**config.mk**
```make
export PLATFORM = sky130hd
export DESIGN_NAME = fault_seq_top
export DESIGN_NICKNAME = d
export VERILOG_FILES = /design/src/rtl/fps_pkg.sv /design/src/rtl/fps_wait_timer.sv /design/src/rtl/fps_oc_latch.sv /design/src/rtl/fps_chan_fsm.sv /design/src/rtl/fault_seq_top.sv
export SDC_FILE = /design/constraint.sdc
export NUM_CORES = 1
export LEC_CHECK = 0
export BUFFER_PORTS_ARGS = -buffer_cell sky130_fd_sc_hd__buf_2
export CAP_MARGIN = 20
export CORE_MARGIN = 5
export CORE_UTILIZATION = 33
export DETAILED_ROUTE_END_ITERATION = 7
export PLACE_DENSITY = 0.64
export SLEW_MARGIN = 15
export SYNTH_ARGS = -nofsm -noshare
export SYNTH_HDL_FRONTEND = slang
export SYNTH_SLANG_ARGS = --single-unit
```
**constraint.sdc**
```tcl
create_clock -name clk -period 1.35 [get_ports clk]
set_input_delay 0.27 -clock clk [delete_from_list [all_inputs] [get_ports clk]]
set_output_delay 0.27 -clock clk [all_outputs]
set_load 0.05 [all_outputs]
```
**src/rtl/fps_pkg.sv**
```systemverilog
`timescale 1ns/1ps
package fps_pkg;

    typedef enum logic [2:0] {
        ST_OFF    = 3'd0,
        ST_CHECK  = 3'd1,
        ST_WAIT   = 3'd2,
        ST_MUTED  = 3'd3,
        ST_UNMUTE = 3'd4,
        ST_PLAY   = 3'd5
    } fps_state_e;

    typedef struct packed {
        logic drv_off;
        logic mute;
        logic ramp;
    } fps_cmd_t;

    // Map a sequencer state onto the commands for the output stage.
    function automatic fps_cmd_t fps_decode(input fps_state_e st);
        fps_cmd_t c;
        case (st)
            ST_MUTED:  c = '{drv_off: 1'b0, mute: 1'b1, ramp: 1'b0};
            ST_UNMUTE: c = '{drv_off: 1'b0, mute: 1'b0, ramp: 1'b1};
            ST_PLAY:   c = '{drv_off: 1'b0, mute: 1'b0, ramp: 1'b0};
            default:   c = '{drv_off: 1'b1, mute: 1'b1, ramp: 1'b0};
        endcase
        return c;
    endfunction

    function automatic int unsigned fps_cnt_width(input int unsigned n);
        return (n < 2) ? 1 : $clog2(n);
    endfunction

endpackage

```
**src/rtl/fps_wait_timer.sv**
```systemverilog
`timescale 1ns/1ps
module fps_wait_timer #(
    parameter int unsigned WAIT_TICKS = 200
) (
    input  logic clk,
    input  logic rst,
    input  logic run,
    input  logic tick,
    output logic done
);
    import fps_pkg::*;

    localparam int unsigned CW = fps_cnt_width(WAIT_TICKS);
    localparam logic [CW-1:0] LAST = CW'(WAIT_TICKS - 1);

    logic [CW-1:0] cnt;

    always_ff @(posedge clk) begin
        if (rst || !run) begin
            cnt <= '0;
        end else if (tick) begin
            cnt <= (cnt == LAST) ? '0 : cnt + 1'b1;
        end
    end

    assign done = run && tick && (cnt == LAST);

    AST_CNT_IN_RANGE: assert property (@(posedge clk) disable iff (rst)
        cnt <= LAST) else $error("tick count beyond window");

    AST_IDLE_CLEARS: assert property (@(posedge clk) disable iff (rst)
        !run |=> cnt == '0) else $error("count not restarted");

endmodule

```
**src/rtl/fps_oc_latch.sv**
```systemverilog
`timescale 1ns/1ps
module fps_oc_latch (
    input  logic clk,
    input  logic rst,
    input  logic oc_in,
    input  logic clr,
    output logic status
);
    always_ff @(posedge clk) begin
        if (rst)
            status <= 1'b0;
        else if (oc_in)
            status <= 1'b1;
        else if (clr)
            status <= 1'b0;
    end

    AST_OC_SETS: assert property (@(posedge clk) disable iff (rst)
        oc_in |=> status) else $error("over-current not latched");

    AST_OC_STICKY: assert property (@(posedge clk) disable iff (rst)
        status && !clr |=> status) else $error("status lost without clear");

endmodule

```
**src/rtl/fps_chan_fsm.sv**
```systemverilog
`timescale 1ns/1ps
module fps_chan_fsm #(
    parameter int unsigned WAIT_TICKS = 200
) (
    input  logic clk,
    input  logic rst,
    input  logic tick,
    input  logic en,
    input  logic leak_hi,
    input  logic leak_safe,
    input  logic oc,
    input  logic ramp_done,
    output fps_pkg::fps_cmd_t cmd
);
    import fps_pkg::*;

    fps_state_e st, st_nx;
    logic       wait_done;
    logic       path_ok;

    assign path_ok = leak_safe && !leak_hi;

    fps_wait_timer #(.WAIT_TICKS(WAIT_TICKS)) u_timer (
        .clk (clk),
        .rst (rst),
        .run (st == ST_WAIT),
        .tick(tick),
        .done(wait_done)
    );

    always_comb begin
        st_nx = st;
        if (!en) begin
            st_nx = ST_OFF;
        end else if (oc && st != ST_OFF) begin
            st_nx = ST_OFF;
        end else begin
            case (st)
                ST_OFF:    st_nx = ST_CHECK;
                ST_CHECK:  if (path_ok) st_nx = ST_WAIT;
                ST_WAIT: begin
                    if (!path_ok)       st_nx = ST_CHECK;
                    else if (wait_done) st_nx = ST_MUTED;
                end
                ST_MUTED:  st_nx = ST_UNMUTE;
                ST_UNMUTE: if (ramp_done) st_nx = ST_PLAY;
                ST_PLAY:   st_nx = ST_PLAY;
                default:   st_nx = ST_OFF;
            endcase
        end
    end

    always_ff @(posedge clk) begin
        if (rst) st <= ST_OFF;
        else     st <= st_nx;
    end

    assign cmd = fps_decode(st);

    AST_OC_FORCES_OFF: assert property (@(posedge clk) disable iff (rst)
        oc && st != ST_OFF |=> st == ST_OFF) else $error("over-current ignored");

    AST_DISABLE_OFF: assert property (@(posedge clk) disable iff (rst)
        !en |=> st == ST_OFF) else $error("disabled channel active");

    AST_MUTE_AFTER_WAIT: assert property (@(posedge clk) disable iff (rst)
        st == ST_MUTED |-> $past(st) == ST_WAIT) else $error("muted without wait");

    AST_PLAY_VIA_RAMP: assert property (@(posedge clk) disable iff (rst)
        st == ST_PLAY && $past(st) != ST_PLAY |-> $past(st) == ST_UNMUTE) else $error("play without ramp");

    AST_RAMP_FOLLOWS_MUTE: assert property (@(posedge clk) disable iff (rst)
        st == ST_MUTED && en && !oc |=> st == ST_UNMUTE) else $error("no auto unmute");

endmodule

```
**src/rtl/fault_seq_top.sv**
```systemverilog
`timescale 1ns/1ps
module fault_seq_top #(
    parameter int unsigned NUM_CH     = 2,
    parameter int unsigned WAIT_TICKS = 200
) (
    input  logic              clk,
    input  logic              rst,
    input  logic              tick_en,
    input  logic [NUM_CH-1:0] ch_en,
    input  logic [NUM_CH-1:0] leak_hi,
    input  logic [NUM_CH-1:0] leak_safe,
    input  logic [NUM_CH-1:0] oc_det,
    input  logic [NUM_CH-1:0] ramp_done,
    input  logic [NUM_CH-1:0] oc_clr,
    output logic [NUM_CH-1:0] tri_cmd,
    output logic [NUM_CH-1:0] mute_cmd,
    output logic [NUM_CH-1:0] ramp_req,
    output logic [NUM_CH-1:0] oc_status
);
    import fps_pkg::*;

    for (genvar g = 0; g < NUM_CH; g++) begin : g_ch
        fps_cmd_t cmd;

        fps_chan_fsm #(.WAIT_TICKS(WAIT_TICKS)) u_fsm (
            .clk      (clk),
            .rst      (rst),
            .tick     (tick_en),
            .en       (ch_en[g]),
            .leak_hi  (leak_hi[g]),
            .leak_safe(leak_safe[g]),
            .oc       (oc_det[g]),
            .ramp_done(ramp_done[g]),
            .cmd      (cmd)
        );

        fps_oc_latch u_latch (
            .clk   (clk),
            .rst   (rst),
            .oc_in (oc_det[g]),
            .clr   (oc_clr[g]),
            .status(oc_status[g])
        );

        assign tri_cmd[g]  = cmd.drv_off;
        assign mute_cmd[g] = cmd.mute;
        assign ramp_req[g] = cmd.ramp;

        AST_RAMP_NEEDS_DRIVE: assert property (@(posedge clk) disable iff (rst)
            ramp_req[g] |-> !tri_cmd[g] && !mute_cmd[g]) else $error("ramp while off");
    end

endmodule

```
### Word level (Yosys, flattened, before mapping)

Cells that the tools add are included.

* logic and storage cells: 70
* bits in registers: 24
* output and inout bits: 8

* bitwise operators: 2
* $add $sub $neg: 2
* reductions and logical operators: 24
* multiplexer cells: 18
* eq/ne operators: 18

Operator list (count)
* one-hot mux 3 bit (6 select lines): 2
* two-way mux 3 bit: 8
* one-hot mux 3 bit (3 select lines): 2
* adder 8 x 1 -> 8 bit (second input constant): 2
* equality test 8 bit (second input constant): 2
* two-way mux 8 bit: 2
* equality test 3 x 2 -> 1 bit (second input constant): 4
* equality test 3 bit (second input constant): 4
* logical AND 1 bit: 8
* equality test 3 x 1 -> 1 bit (second input constant): 2
* zero test 3 bit: 2
* != test 3 bit (second input constant): 2
* AND reduction 3 bit: 2
* nonzero test 3 bit: 2
* OR reduction 3 bit: 2
* zero test 1 bit: 4
* two-way mux 1 bit: 4
* != test 2 x 1 -> 1 bit (second input constant): 2
* != test 2 bit (second input constant): 2
* nonzero test 2 bit: 2
* logical OR 1 bit: 2
* inverter 1 bit: 2

### Logic depth before layout (Yosys ltp)

* word-level depth: 6
* gate-level depth with buffers: 4
* gate-level depth less buffers: 4

### Hierarchy

A second synthesis with hierarchy kept.

* cells, all modules: 136
* area total of the unflattened synthesis: 1226.2 µm²

By module, submodules not included
* fps_wait_timer: cells each 43, times used 2, area an instance 394.1 µm², sequential area each 160.2 µm²
* fps_chan_fsm: cells each 21, times used 2, area an instance 180.2 µm², sequential area each 60.1 µm²
* fps_oc_latch: cells each 4, times used 2, area an instance 38.8 µm², sequential area each 20.0 µm²

### Worst setup path before layout

No wires, ideal clock.

* path type: register to output
* from: register g_ch[0].u_fsm.st[1]
* to: output port tri_cmd[0]
* stages on the path, launching flop included: 3
* slack: -0.685 ns
* data arrival time: 1.765 ns
* data required time: 1.080 ns
* path buffers: 0
* cell sequence: dfxtp_1 -> nand2b_1 -> a21boi_1

* longest elaborated chain between the ends: 2
* elaborated cells between the ends (all ways): 4
* classes of those cells: 3 x eq/ne; 1 x mux

RTL lines
* start: declaration: line fps_chan_fsm.sv:17 `fps_state_e st, st_nx;`
* start signal: assignment: line fps_chan_fsm.sv:55 `else st <= st_nx;`
* equality test 3 bit or equality test 3 x 2 -> 1 bit (tied branches): line fps_pkg.sv:22 `case (st)`
* one-hot mux 3 bit (3 select lines) (*): line fps_pkg.sv:22
* end: declaration: line fault_seq_top.sv:15 `output logic [NUM_CH-1:0] tri_cmd,`

Mark *: on every way between the ends. The rest lies on a longest branch, timed or not.

### Worst setup path in the final report

* from: register g_ch[0].u_fsm.st[2]
* to: output port tri_cmd[0]

The elaborated chain is that of the path after synthesis.

==> implementation parameters <==
Parameter                              Value

Timing
  Hold Violations, Final ... 0
  Worst-Margin Slew ... 0.4532 ns
  Min setup slack post-route ... -0.1676 ns
  Final setup violation count ... 16
  Post-layout min period ... 1.518 ns
  Final worst-path cycle share ... 112.4%
  Unrepaired setup endpoints after global routing ... true
  Skew final ... 0.008599 ns
  Worst slew slack as a fraction of its limit ... 69.71%
  Max Clk Rate ... 0.6589 GHz
  Max Transition Viols Final ... 0

Worst setup path
  Worst Path Required ... 1.08 ns
  Slowest cell delay on critical path ... 0.38 ns
  Signal arrival time at the worst endpoint ... between 1 and 1.5 ns
  Classification of the worst setup path ... register to output port
  Peak fanout along the critical path ... 4
  Worst path most repeated cell ... sky130_fd_sc_hd__buf_6
  Kind of start point of the critical path ... register
  Crit path buf inv count ... 2
  Critical path endpoint category ... output port
  CP delay by family, top ... flip-flops
  Worst path cell trace ... buf_6 -> nand2b_4 -> a21boi_4 -> buf_6
  Slowest-stage cell, CP ... sky130_fd_sc_hd__dfxtp_4

Routing
  Routed length per placed instance ... 12.31 µm
  Initial DRC Count ... 24
  Detailed-route via count ... 1123
  Drt pass-1 iters ... 4
  Count of unresolved DRC violations after routing ... 0
  WL final ... 2770 µm
  Remaining antenna violation count ... 0
  Routed via count divided by cell count ... 4.991

Layout
  Nets ... 197
  Post-layout instance count excluding filler cells ... 225
  Ratio of cells with drive above 1 in the final layout ... 46.93%
  Area growth syn-to-layout ... 50.81%
  Antenna Cells ... 0

Die
  Die Area ... 0.004809 mm²
  Number of top-level pins ... 23
  Vertical extent of the die ... 69.35 µm
  Std-Cell Rows ... 21
  Initial cell density of the core ... 34.56%
  Width of the die ... 69.35 µm
  Core area ... 0.003363 mm²

Power
  Sequential group share of total power ... 53.6%
  Cell internal power dissipation ... 1.063 mW
  Sw Share ... 20.88%
  Worst ir drop on vdd ... 763.2 µV
  Power per standard cell area ... 766.2 mW/mm²
  Part of the total power dissipated in the clock network ... a little under two fifths
  Share of power burned in combinational logic ... 8.0%
  Leakage power ... 0.6985 nW
  Net switching component of the power ... 0.2805 mW

Placement
  Number of cells after detailed placement ... 217
  Worst slack after detailed placement ... -0.06666 ns
  Routability congestion estimate from global placement ... ~0.8
  Half-perimeter wire length after detailed placement ... 2103 µm
  Count of input and output buffers ... 22

Synth
  Synthesized instance count ... 132
  Top FF cell, synth ... sky130_fd_sc_hd__dfxtp_1
  Number of distinct library cell variants in the gate-level netlist after synthesis ... 35
  Cell area after synthesis ... 0.001162 mm²
  Fraction of synthesis flops using an asynchronous set or reset pin ... 0%
  Average footprint of a synthesized cell ... 8.806 µm²
  Register area share after synthesis ... 41.33%
  Synth top area cells ... sky130_fd_sc_hd__dfxtp_1, sky130_fd_sc_hd__nor2_1, sky130_fd_sc_hd__xor2_1, sky130_fd_sc_hd__o21ai_0, sky130_fd_sc_hd__a21oi_1
  Number of nets in the synthesized netlist ... 149
  Number of flip-flops and latches in the synthesized netlist ... 24
  EDFF count, synth ... 0
  Top-count cell post-synth ... sky130_fd_sc_hd__dfxtp_1
  Largest area contributor in the netlist ... sky130_fd_sc_hd__dfxtp_1
  Total of warnings raised by yosys ... 0
  Share of the synthesized area in the top cell type ... between 40% and 50%
  Most frequent cells after synthesis ... sky130_fd_sc_hd__dfxtp_1, sky130_fd_sc_hd__nor2_1, sky130_fd_sc_hd__o21ai_0

Clocking
  Clock Latency Late Sink ... 0.32 ns
  Clock tree from TritonCTS ... done
  Total of hold buffers inserted after clock tree synthesis ... 0
  Clock-pin slew of the registers on the worst-case setup and hold paths ... roughly 0.13 ns
  Root Buffer Master ... sky130_fd_sc_hd__clkbuf_4
  Total clock buffers created by CTS ... 3
  H-tree Lvls ... 1
  Longest Clk Path Bufs ... 2
  Number of sinks driven by the clock tree ... 24

Global routing
  Initial antenna violation count ... 0
  Largest net degree at the start of global routing ... 15
  Global-route usage over all layers ... between 10% and 20%
  Remaining Overflow, GRT ... 0
  Global-route wire length before repair ... 4740 µm
  Via count of the first global-routing pass ... about 1100

Hold path
  Worst hold path type ... input pin to register

Status
  Violated checks ... setup timing
  Outcome ... finished, violations left

Flow run
  Maxcap violations ... 0
## layout make-up
| cell class | instances | area [µm²] |
|---|---|---|
| multi-input cells | 100 | 768.2 |
| clock inverters | 1 | 30.03 |
| repair buffers | 47 | 357.8 |
| clock buffers | 3 | 22.52 |
| inverters | 4 | 17.52 |
| flip-flops and latches | 24 | 499.2 |
| fillers | 340 | 1610 |
| well taps | 46 | 57.56 |
## final timing paths
path                                start                      endpoint  slack (ns)  cells after the start
max                   g_ch[0].u_fsm.st[2]                    tri_cmd[0]       -0.17                      4
min                             oc_det[1]        g_ch[1].u_latch.status        0.17                      3
max reg2reg  g_ch[0].u_fsm.u_timer.cnt[5]  g_ch[0].u_fsm.u_timer.cnt[5]       -0.09                      3
min reg2reg        g_ch[1].u_latch.status        g_ch[1].u_latch.status        0.50                      2
## sequential cells by signal, summed over array words and instances (netlist names)
name	count
g_ch.u_fsm.u_timer.cnt	16
g_ch.u_fsm.st	6
g_ch.u_latch.status	2
## worst reg2reg max path, cell delays in order (launching register included)
cell                      delay, ns
sky130_fd_sc_hd__dfxtp_2       0.34
sky130_fd_sc_hd__or4b_4        0.57
sky130_fd_sc_hd__o31ai_4       0.36
sky130_fd_sc_hd__a21oi_1       0.07
## cell usage in the layout (no fill, tap or decap), types with 2 or more instances in the layout
master                     count
sky130_fd_sc_hd__buf_6         8
sky130_fd_sc_hd__buf_2        16
sky130_fd_sc_hd__nor3b_1       2
sky130_fd_sc_hd__nand3b_1      2
sky130_fd_sc_hd__nor2_1       16
sky130_fd_sc_hd__dfxtp_1      15
sky130_fd_sc_hd__xor2_1        7
sky130_fd_sc_hd__o31ai_1       2
sky130_fd_sc_hd__o21ai_0       9
sky130_fd_sc_hd__and4b_1       2
sky130_fd_sc_hd__clkbuf_4      3
sky130_fd_sc_hd__xnor2_1       3
sky130_fd_sc_hd__dfxtp_4       3
sky130_fd_sc_hd__dfxtp_2       6
sky130_fd_sc_hd__or3_1         4
sky130_fd_sc_hd__and3_1        2
sky130_fd_sc_hd__mux2i_1       2
sky130_fd_sc_hd__nor4b_2       2
sky130_fd_sc_hd__a21oi_2       3
sky130_fd_sc_hd__or4b_4        2
sky130_fd_sc_hd__buf_4        21
sky130_fd_sc_hd__buf_8         2
sky130_fd_sc_hd__inv_1         3
sky130_fd_sc_hd__nand2_1       6
sky130_fd_sc_hd__nor2_2        3
sky130_fd_sc_hd__nand4_1       6
sky130_fd_sc_hd__a21oi_1       4
## metrics by stage
step / cell area (µm²) / power [mW] / utilization, % / TNS (ns) / hold slack, ns
after CTS: 1693 / 1.368 / 50.33 / -0.7949 / 0.1594
final: 1753 / 1.343 / 52.12 / -1.006 / 0.1720
after global routing: 1753 / 1.417 / 52.12 / -1.888 / 0.1749
after floorplan: 1220 / 0.8015 / - / -0.03897 / 0.3424
after global placement: 1521 / 0.8407 / 45.24 / -0.1072 / 0.4586
after detailed placement: 1521 / 0.8443 / 45.24 / -0.3364 / 0.4802
## power by group through the flow
stage	registers, mW	logic [mW]	clock network [mW]
after floorplan	0.739	0.0626	0
after global placement	0.740	0.101	0
after detailed placement	0.741	0.104	0
after CTS	0.720	0.106	0.542
after global routing	0.722	0.118	0.577
final	0.720	0.107	0.516
## what timing repair did
item	4_1_cts	5_1_grt
pin swaps	12	4
setup endpoints to repair	16	20
resized for setup	34	14
setup buffers	3	1
## kinds of logic after synthesis
family	count (synthesis)	synth area share, %
AO/OA/AOI/OAI	26	14.21
XOR/XNOR	10	7.536
adder cells (fa/ha/maj)	2	2.153
buffers and inverters	8	3.335
flip-flops	24	41.33
multiplexers	2	1.722
AND/OR/NAND/NOR	60	29.71
## routing by layer
layer / GRT usage [%] / up-vias / wire length (µm)
met4: 2.603 / 0 / 29
met1: 12.07 / 533 / 1143
li1: - / 568 / -
met5: 0 / - / 0
met2: 21.93 / 17 / 1484
met3: 4.058 / 5 / 112
(Power assumes the default switching activity.)
